File: src/rtl/ctr_snap_pkg.sv
package ctr_snap_pkg;

    typedef enum logic {
        SCAN_IDLE = 1'b0,
        SCAN_RUN  = 1'b1
    } scan_state_e;

endpackage

File: src/rtl/ctr_bank.sv
module ctr_bank #(
    parameter int NUM_CTR = 8,
    parameter int CTR_W   = 24
) (
    input  logic             clk,
    input  logic             rst_n,
    output logic [CTR_W-1:0] cnt_o [NUM_CTR]
);

    logic [CTR_W-1:0] cnt_d [NUM_CTR];
    logic [CTR_W-1:0] cnt_q [NUM_CTR];

    always_comb begin
        for (int i = 0; i < NUM_CTR; i++) begin
            cnt_d[i] = cnt_q[i] + CTR_W'(1);
        end
    end

    genvar g;
    generate
        for (g = 0; g < NUM_CTR; g++) begin : g_ctr
            always_ff @(posedge clk or negedge rst_n) begin
                if (!rst_n) cnt_q[g] <= '0;
                else        cnt_q[g] <= cnt_d[g];
            end
            if (g > 0) begin : g_peer
                // counters leave reset together and stay in lockstep
                assert_lockstep_R2: assert property (@(posedge clk) disable iff (!rst_n)
                    cnt_q[g] == cnt_q[0]);
            end
        end
    endgenerate

    // no enable, the counter steps on every edge after reset
    assert_step_R1: assert property (@(posedge clk) disable iff (!rst_n)
        $past(rst_n) |-> cnt_q[0] == CTR_W'($past(cnt_q[0]) + 1'b1));

    assign cnt_o = cnt_q;

endmodule

File: src/rtl/snap_ctrl.sv
module snap_ctrl
    import ctr_snap_pkg::*;
#(
    parameter int NUM_CTR     = 8,
    parameter int SNAP_PERIOD = 64,
    parameter int TAG_W       = 8,
    localparam int IDX_W      = (NUM_CTR > 1) ? $clog2(NUM_CTR) : 1,
    localparam int PER_W      = (SNAP_PERIOD > 1) ? $clog2(SNAP_PERIOD) : 1
) (
    input  logic             clk,
    input  logic             rst_n,
    output logic             snap_o,
    output logic             rd_valid_o,
    output logic [IDX_W-1:0] rd_idx_o,
    output logic [TAG_W-1:0] rd_tag_o
);

    typedef struct packed {
        logic [PER_W-1:0] period;
        scan_state_e      state;
        logic [IDX_W-1:0] idx;
        logic [TAG_W-1:0] tag;
    } ctrl_t;

    ctrl_t ctl_d, ctl_q;
    logic  snap;

    always_comb begin
        ctl_d = ctl_q;
        snap  = (ctl_q.period == PER_W'(SNAP_PERIOD - 1));
        if (snap) begin
            ctl_d.period = '0;
            ctl_d.tag    = ctl_q.tag + TAG_W'(1);
            ctl_d.state  = SCAN_RUN;
            ctl_d.idx    = '0;
        end else begin
            ctl_d.period = ctl_q.period + PER_W'(1);
            if (ctl_q.state == SCAN_RUN) begin
                if (ctl_q.idx == IDX_W'(NUM_CTR - 1)) begin
                    ctl_d.state = SCAN_IDLE;
                    ctl_d.idx   = '0;
                end else begin
                    ctl_d.idx = ctl_q.idx + IDX_W'(1);
                end
            end
        end
    end

    always_ff @(posedge clk or negedge rst_n) begin
        if (!rst_n) begin
            ctl_q <= '{period: '0, state: SCAN_IDLE, idx: '0, tag: '0};
        end else begin
            ctl_q <= ctl_d;
        end
    end

    assign snap_o     = snap;
    assign rd_valid_o = (ctl_q.state == SCAN_RUN);
    assign rd_idx_o   = ctl_q.idx;
    assign rd_tag_o   = ctl_q.tag;

    // each beat advances the index by one
    assert_scan_step_R6: assert property (@(posedge clk) disable iff (!rst_n)
        (rd_valid_o && rd_idx_o != IDX_W'(NUM_CTR - 1)) |=>
            (rd_valid_o && rd_idx_o == IDX_W'($past(rd_idx_o) + 1'b1)));
    // the scan closes after its last index unless a new capture starts
    assert_scan_end_R6: assert property (@(posedge clk) disable iff (!rst_n)
        (rd_valid_o && rd_idx_o == IDX_W'(NUM_CTR - 1) && !snap) |=> !rd_valid_o);
    // the tag advances on the capture edge
    assert_tag_step_R7: assert property (@(posedge clk) disable iff (!rst_n)
        snap |=> rd_tag_o == TAG_W'($past(rd_tag_o) + 1'b1));

    initial begin
        assert_period_fits_R6: assert (SNAP_PERIOD > NUM_CTR);
    end

endmodule

File: src/rtl/snap_store.sv
module snap_store #(
    parameter int NUM_CTR = 8,
    parameter int CTR_W   = 24,
    localparam int IDX_W  = (NUM_CTR > 1) ? $clog2(NUM_CTR) : 1
) (
    input  logic             clk,
    input  logic             rst_n,
    input  logic             snap_i,
    input  logic [CTR_W-1:0] cnt_i [NUM_CTR],
    input  logic [IDX_W-1:0] rd_idx_i,
    output logic [CTR_W-1:0] rd_data_o
);

    logic [CTR_W-1:0] img_d [NUM_CTR];
    logic [CTR_W-1:0] img_q [NUM_CTR];

    always_comb begin
        for (int i = 0; i < NUM_CTR; i++) begin
            img_d[i] = snap_i ? cnt_i[i] : img_q[i];
        end
    end

    genvar g;
    generate
        for (g = 0; g < NUM_CTR; g++) begin : g_img
            always_ff @(posedge clk or negedge rst_n) begin
                if (!rst_n) img_q[g] <= '0;
                else        img_q[g] <= img_d[g];
            end
            // the captured bank holds between captures
            assert_hold_R3: assert property (@(posedge clk) disable iff (!rst_n)
                !snap_i |=> $stable(img_q[g]));
        end
    endgenerate

    assign rd_data_o = img_q[rd_idx_i];

endmodule

File: src/rtl/ctr_snap_array.sv
module ctr_snap_array #(
    parameter int NUM_CTR     = 8,
    parameter int CTR_W       = 24,
    parameter int SNAP_PERIOD = 64,
    parameter int TAG_W       = 8,
    localparam int IDX_W      = (NUM_CTR > 1) ? $clog2(NUM_CTR) : 1
) (
    input  logic             clk,
    input  logic             rst_n,
    output logic             rd_valid,
    output logic [IDX_W-1:0] rd_index,
    output logic [CTR_W-1:0] rd_data,
    output logic [TAG_W-1:0] rd_tag
);

    logic [CTR_W-1:0] cnt [NUM_CTR];
    logic             snap;

    ctr_bank #(.NUM_CTR(NUM_CTR), .CTR_W(CTR_W)) u_bank (
        .clk   (clk),
        .rst_n (rst_n),
        .cnt_o (cnt)
    );

    snap_ctrl #(.NUM_CTR(NUM_CTR), .SNAP_PERIOD(SNAP_PERIOD), .TAG_W(TAG_W)) u_ctrl (
        .clk        (clk),
        .rst_n      (rst_n),
        .snap_o     (snap),
        .rd_valid_o (rd_valid),
        .rd_idx_o   (rd_index),
        .rd_tag_o   (rd_tag)
    );

    snap_store #(.NUM_CTR(NUM_CTR), .CTR_W(CTR_W)) u_store (
        .clk       (clk),
        .rst_n     (rst_n),
        .snap_i    (snap),
        .cnt_i     (cnt),
        .rd_idx_i  (rd_index),
        .rd_data_o (rd_data)
    );

    // the first beat after a capture shows the value the counters held on that edge
    assert_capture_R4: assert property (@(posedge clk) disable iff (!rst_n)
        snap |=> (rd_valid && rd_index == '0 && rd_data == $past(cnt[0])));

endmodule

File: config.mk
export PLATFORM = sky130hd
export DESIGN_NAME = ctr_snap_array
export DESIGN_NICKNAME = d
export VERILOG_FILES = /design/src/rtl/ctr_snap_pkg.sv /design/src/rtl/ctr_bank.sv /design/src/rtl/snap_ctrl.sv /design/src/rtl/snap_store.sv /design/src/rtl/ctr_snap_array.sv
export SDC_FILE = /design/constraint.sdc
export NUM_CORES = 1
export LEC_CHECK = 0
export CORE_UTILIZATION = 59
export DETAILED_ROUTE_END_ITERATION = 10
export DONT_BUFFER_PORTS = 1
export HOLD_SLACK_MARGIN = 0.15
export PLACE_DENSITY = 0.75
export SLEW_MARGIN = 5
export SYNTH_ARGS = -nofsm -noshare
export SYNTH_HDL_FRONTEND = slang
export SYNTH_SLANG_ARGS = --single-unit
File: constraint.sdc
create_clock -name clk -period 2.5 [get_ports clk]
set_input_delay 0.5 -clock clk [delete_from_list [all_inputs] [get_ports clk]]
set_output_delay 0.5 -clock clk [all_outputs]
set_load 0.05 [all_outputs]
==> reports/metrics.yaml, run 1 <==
status: "complete, but fails checks"
violations: "negative hold slack, negative setup slack"
viasPerCell: 5.69
combPwrFrac: 0
drc: 0
die_w_um: 174
cts_sinks: 402
switchingPower_mw: 2.51
insertion_delay_ns: 0.54
synth_warnings: 0
grt_pass1_wl_um: 63800
cts_root_buf: "clkbuf_16"
clkPwrFrac: 0.499
ys_seq_area_frac: 0.576
max-slew-margin-rel: 0.459
hold_path.class: "input port to asynchronous set/reset pin"
cts_max_level: 2
vias: 11800
regArea_um2: 10100
fin_crit_sh: 1.07
syn_nets: 1655
cp_max_fo: 10
dp_slack_ns: 0.124
p_leak_nw: 9.70
cts_buffer_depth: 3
core_um2: 28900
start_util: 0.604
antenna_found_initial: 0
placedCellCount: 1984
tightest_slew_ns: 0.812
netlist_area_um2: 17500
die-area_um2: 30300
cts_buffers: 41
fillers: 2122
tritoncts: "built"
hold_viol_final: 402
post-route-min-period_ns: 2.67
clock_skew_ns: 0.0199
async_flop_share: 1.00
wirelength_um: 39000
critPathLaunchType: "flop"
power_mw: 13.0
crit_path_end_kind: "output pin"
arrival_ns: 2.17
synthCells: 1641
routedWlPerCell_um: 18.9
drt_iter0_drc: 861
final_cells: 2066
antenna_cells: 0
clk_pin_slew_ns: 0.06
power.internal_mw: 10.5
gp_congestion: 0.860
nNetsFinal: 1664
rsz0062_at_grt: "true"
area_growth_pct: 12.3
multiInputGateArea_um2: 7060
dpl.hpwl_um: 25900
synth_enable_flop_cells: 0
port_buffers: 0
synthFlopType: "dfrtp_1"
crit_type: "flop to output pin"
rows: 62
io_pins: 38
drive_gt1_frac: 0.121
power_frac_seq: 0.501
required_ns: 2.00
grt_pass1_vias: 11800
grt_use_total: 0.270
max_cap_violations: 0
finalMaxSlewViolations: 0
finalHoldWorstSlack_ns: -0.331
overflow: 0
clock.fmax_mhz: 375
die_h_um: 174
grt_max_degree: 403
power.density_nw_per_um2: 661
setup_viol_count_final: 24
syn_area_per_cell_um2: 10.6
synth_cell_types: 36
synth_seq_cells: 402
firstDrtPassIters: 6
power_switching_share: 0.194
ant_nets: 0
ir_worst_vdd_uv: 590
timing.final.ws_setup_ns: -0.168
cells in the final DEF (no fill, tap or decap), drive strengths merged, types with 2 or more instances in the layout:
master	netlist	layout
nor2	47	47
buf	35	39
clkinv	0	10
xor2	62	62
nand2	584	584
dfrtp	402	402
bufinv	0	5
nand2b	2	2
xnor2	124	124
o21ai	26	26
and4	12	12
inv	26	27
nor4	18	18
mux2	25	25
nand4	50	50
and3	10	10
ha	12	12
nor3	18	18
or2	3	3
mux2i	2	2
or3	3	3
clkbuf	39	59
mux4	48	48
or4	2	2
nand3	85	85
registers in the layout, indices dropped and copies added, names as in the netlist:
register           count
u_ctrl.rd_idx_o        3
u_store.img_q        192
u_ctrl.rd_valid_o      1
u_bank.cnt_o         192
u_ctrl.ctl_q           6
u_ctrl.rd_tag_o        8
synth_stat cells, types with 2 or more instances:
cell type	instances	area (µm²)
or4_4	2	22.5
nor4_2	7	87.6
buf_4	12	90.1
mux4_2	48	1080
nor4_1	10	62.6
mux2i_1	2	20.0
nor2_1	47	176
clkbuf_1	39	146
inv_1	26	97.6
or3_1	3	18.8
buf_6	2	22.5
dfrtp_1	402	10100
nand2b_1	2	12.5
ha_1	12	150
xor2_1	62	543
xnor2_1	124	1090
nor3_1	18	90.1
and4_1	11	96.3
mux2_2	25	282
nand2_1	584	2190
buf_1	2	7.51
o21ai_0	26	130
nand3_1	84	420
and3_1	10	62.6
nand4_1	50	313
buf_2	19	95.1
or2_2	3	18.8
layout make-up:
cell class / instances / area share
sequential: 402 / 0.513
clock inverter: 17 / 0.0112
clock buffer: 58 / 0.0628
inverter: 26 / 0.00497
multi-input combinational: 1139 / 0.360
tap: 384 / 0.0245
timing repair buffer: 40 / 0.0236
timing repair:
action,CTS,global route
hold endpoints to repair,402,402
gates cloned,0,1
resized for setup,29,1
setup endpoints to repair,24,24
pin swaps,0,0
setup buffers,6,0
final timing paths:
check	from	to	slack, ns	cells past startpoint
max	u_ctrl.rd_idx_o[0]	rd_data[14]	-0.17	4
min	rst_n	u_bank.cnt_o[90]	-0.33	0
max reg2reg	u_bank.cnt_o[147]	u_bank.cnt_o[162]	0.40	4
min reg2reg	u_store.img_q[27]	u_store.img_q[27]	0.47	2
max in group asynchronous	rst_n	u_ctrl.rd_idx_o[1]	2.10	0
min in group clk	u_store.img_q[27]	u_store.img_q[27]	0.47	2
power by group through the flow:
stage / clock, mW / combinational [mW] / sequential (mW)
finish: 6.47 / 0.00000350 / 6.51
CTS: 6.58 / 0.00000348 / 6.51
global placement: 0 / 0.00000342 / 6.63
detailed placement: 0 / 0.00000342 / 6.63
global route: 6.85 / 0.00000350 / 6.50
floorplan: 0 / 0.00000345 / 6.63
layer usage:
layer	track usage	vias to the layer above	wire length, µm
met5	0	-	0
met4	0.130	0	1980
li1	-	5430	-
met3	0.0387	87	1690
met1	0.365	5925	16700
met2	0.436	309	18600
metrics by stage:
step	TNS (ns)	utilization	instance area, µm²	hold WS, ns
6_report	-3.63	0.678	19600	-0.331
5_1_grt	-4.46	0.678	19600	-0.348
2_1_floorplan	0	-	17500	0.204
4_1_cts	-3.46	0.677	19600	-0.337
3_5_place_dp	0	0.621	18000	0.226
3_3_place_gp	0	0.621	18000	0.228
cell families (layout without fill, tap and decap cells):
| logic type | after synthesis | in the layout | synth area share |
|---|---|---|---|
| multiplexers | 75 | 75 | 0.0792 |
| flip-flops | 402 | 402 | 0.576 |
| adder cells (fa/ha/maj) | 12 | 12 | 0.00860 |
| buffers and inverters | 100 | 141 | 0.0263 |
| AO/OA/AOI/OAI | 27 | 27 | 0.00774 |
| AND/OR/NAND/NOR | 839 | 839 | 0.209 |
| XOR/XNOR | 186 | 186 | 0.0933 |
worst max-delay path, stage by stage (launching register included):
cell	delay, ns
dfrtp_4	0.45
buf_12	0.15
buf_12	0.15
mux4_2	0.50
mux2_4	0.37
No activity file was read; power rests on OpenSTA's default activity.
==> run 2, diff against run 1 <==
GPL_ROUTABILITY_DRIVEN = 0   (was not set)
==> results of run 2 <==
No change in the layout: final DEF, timing and power equal those of run 1.
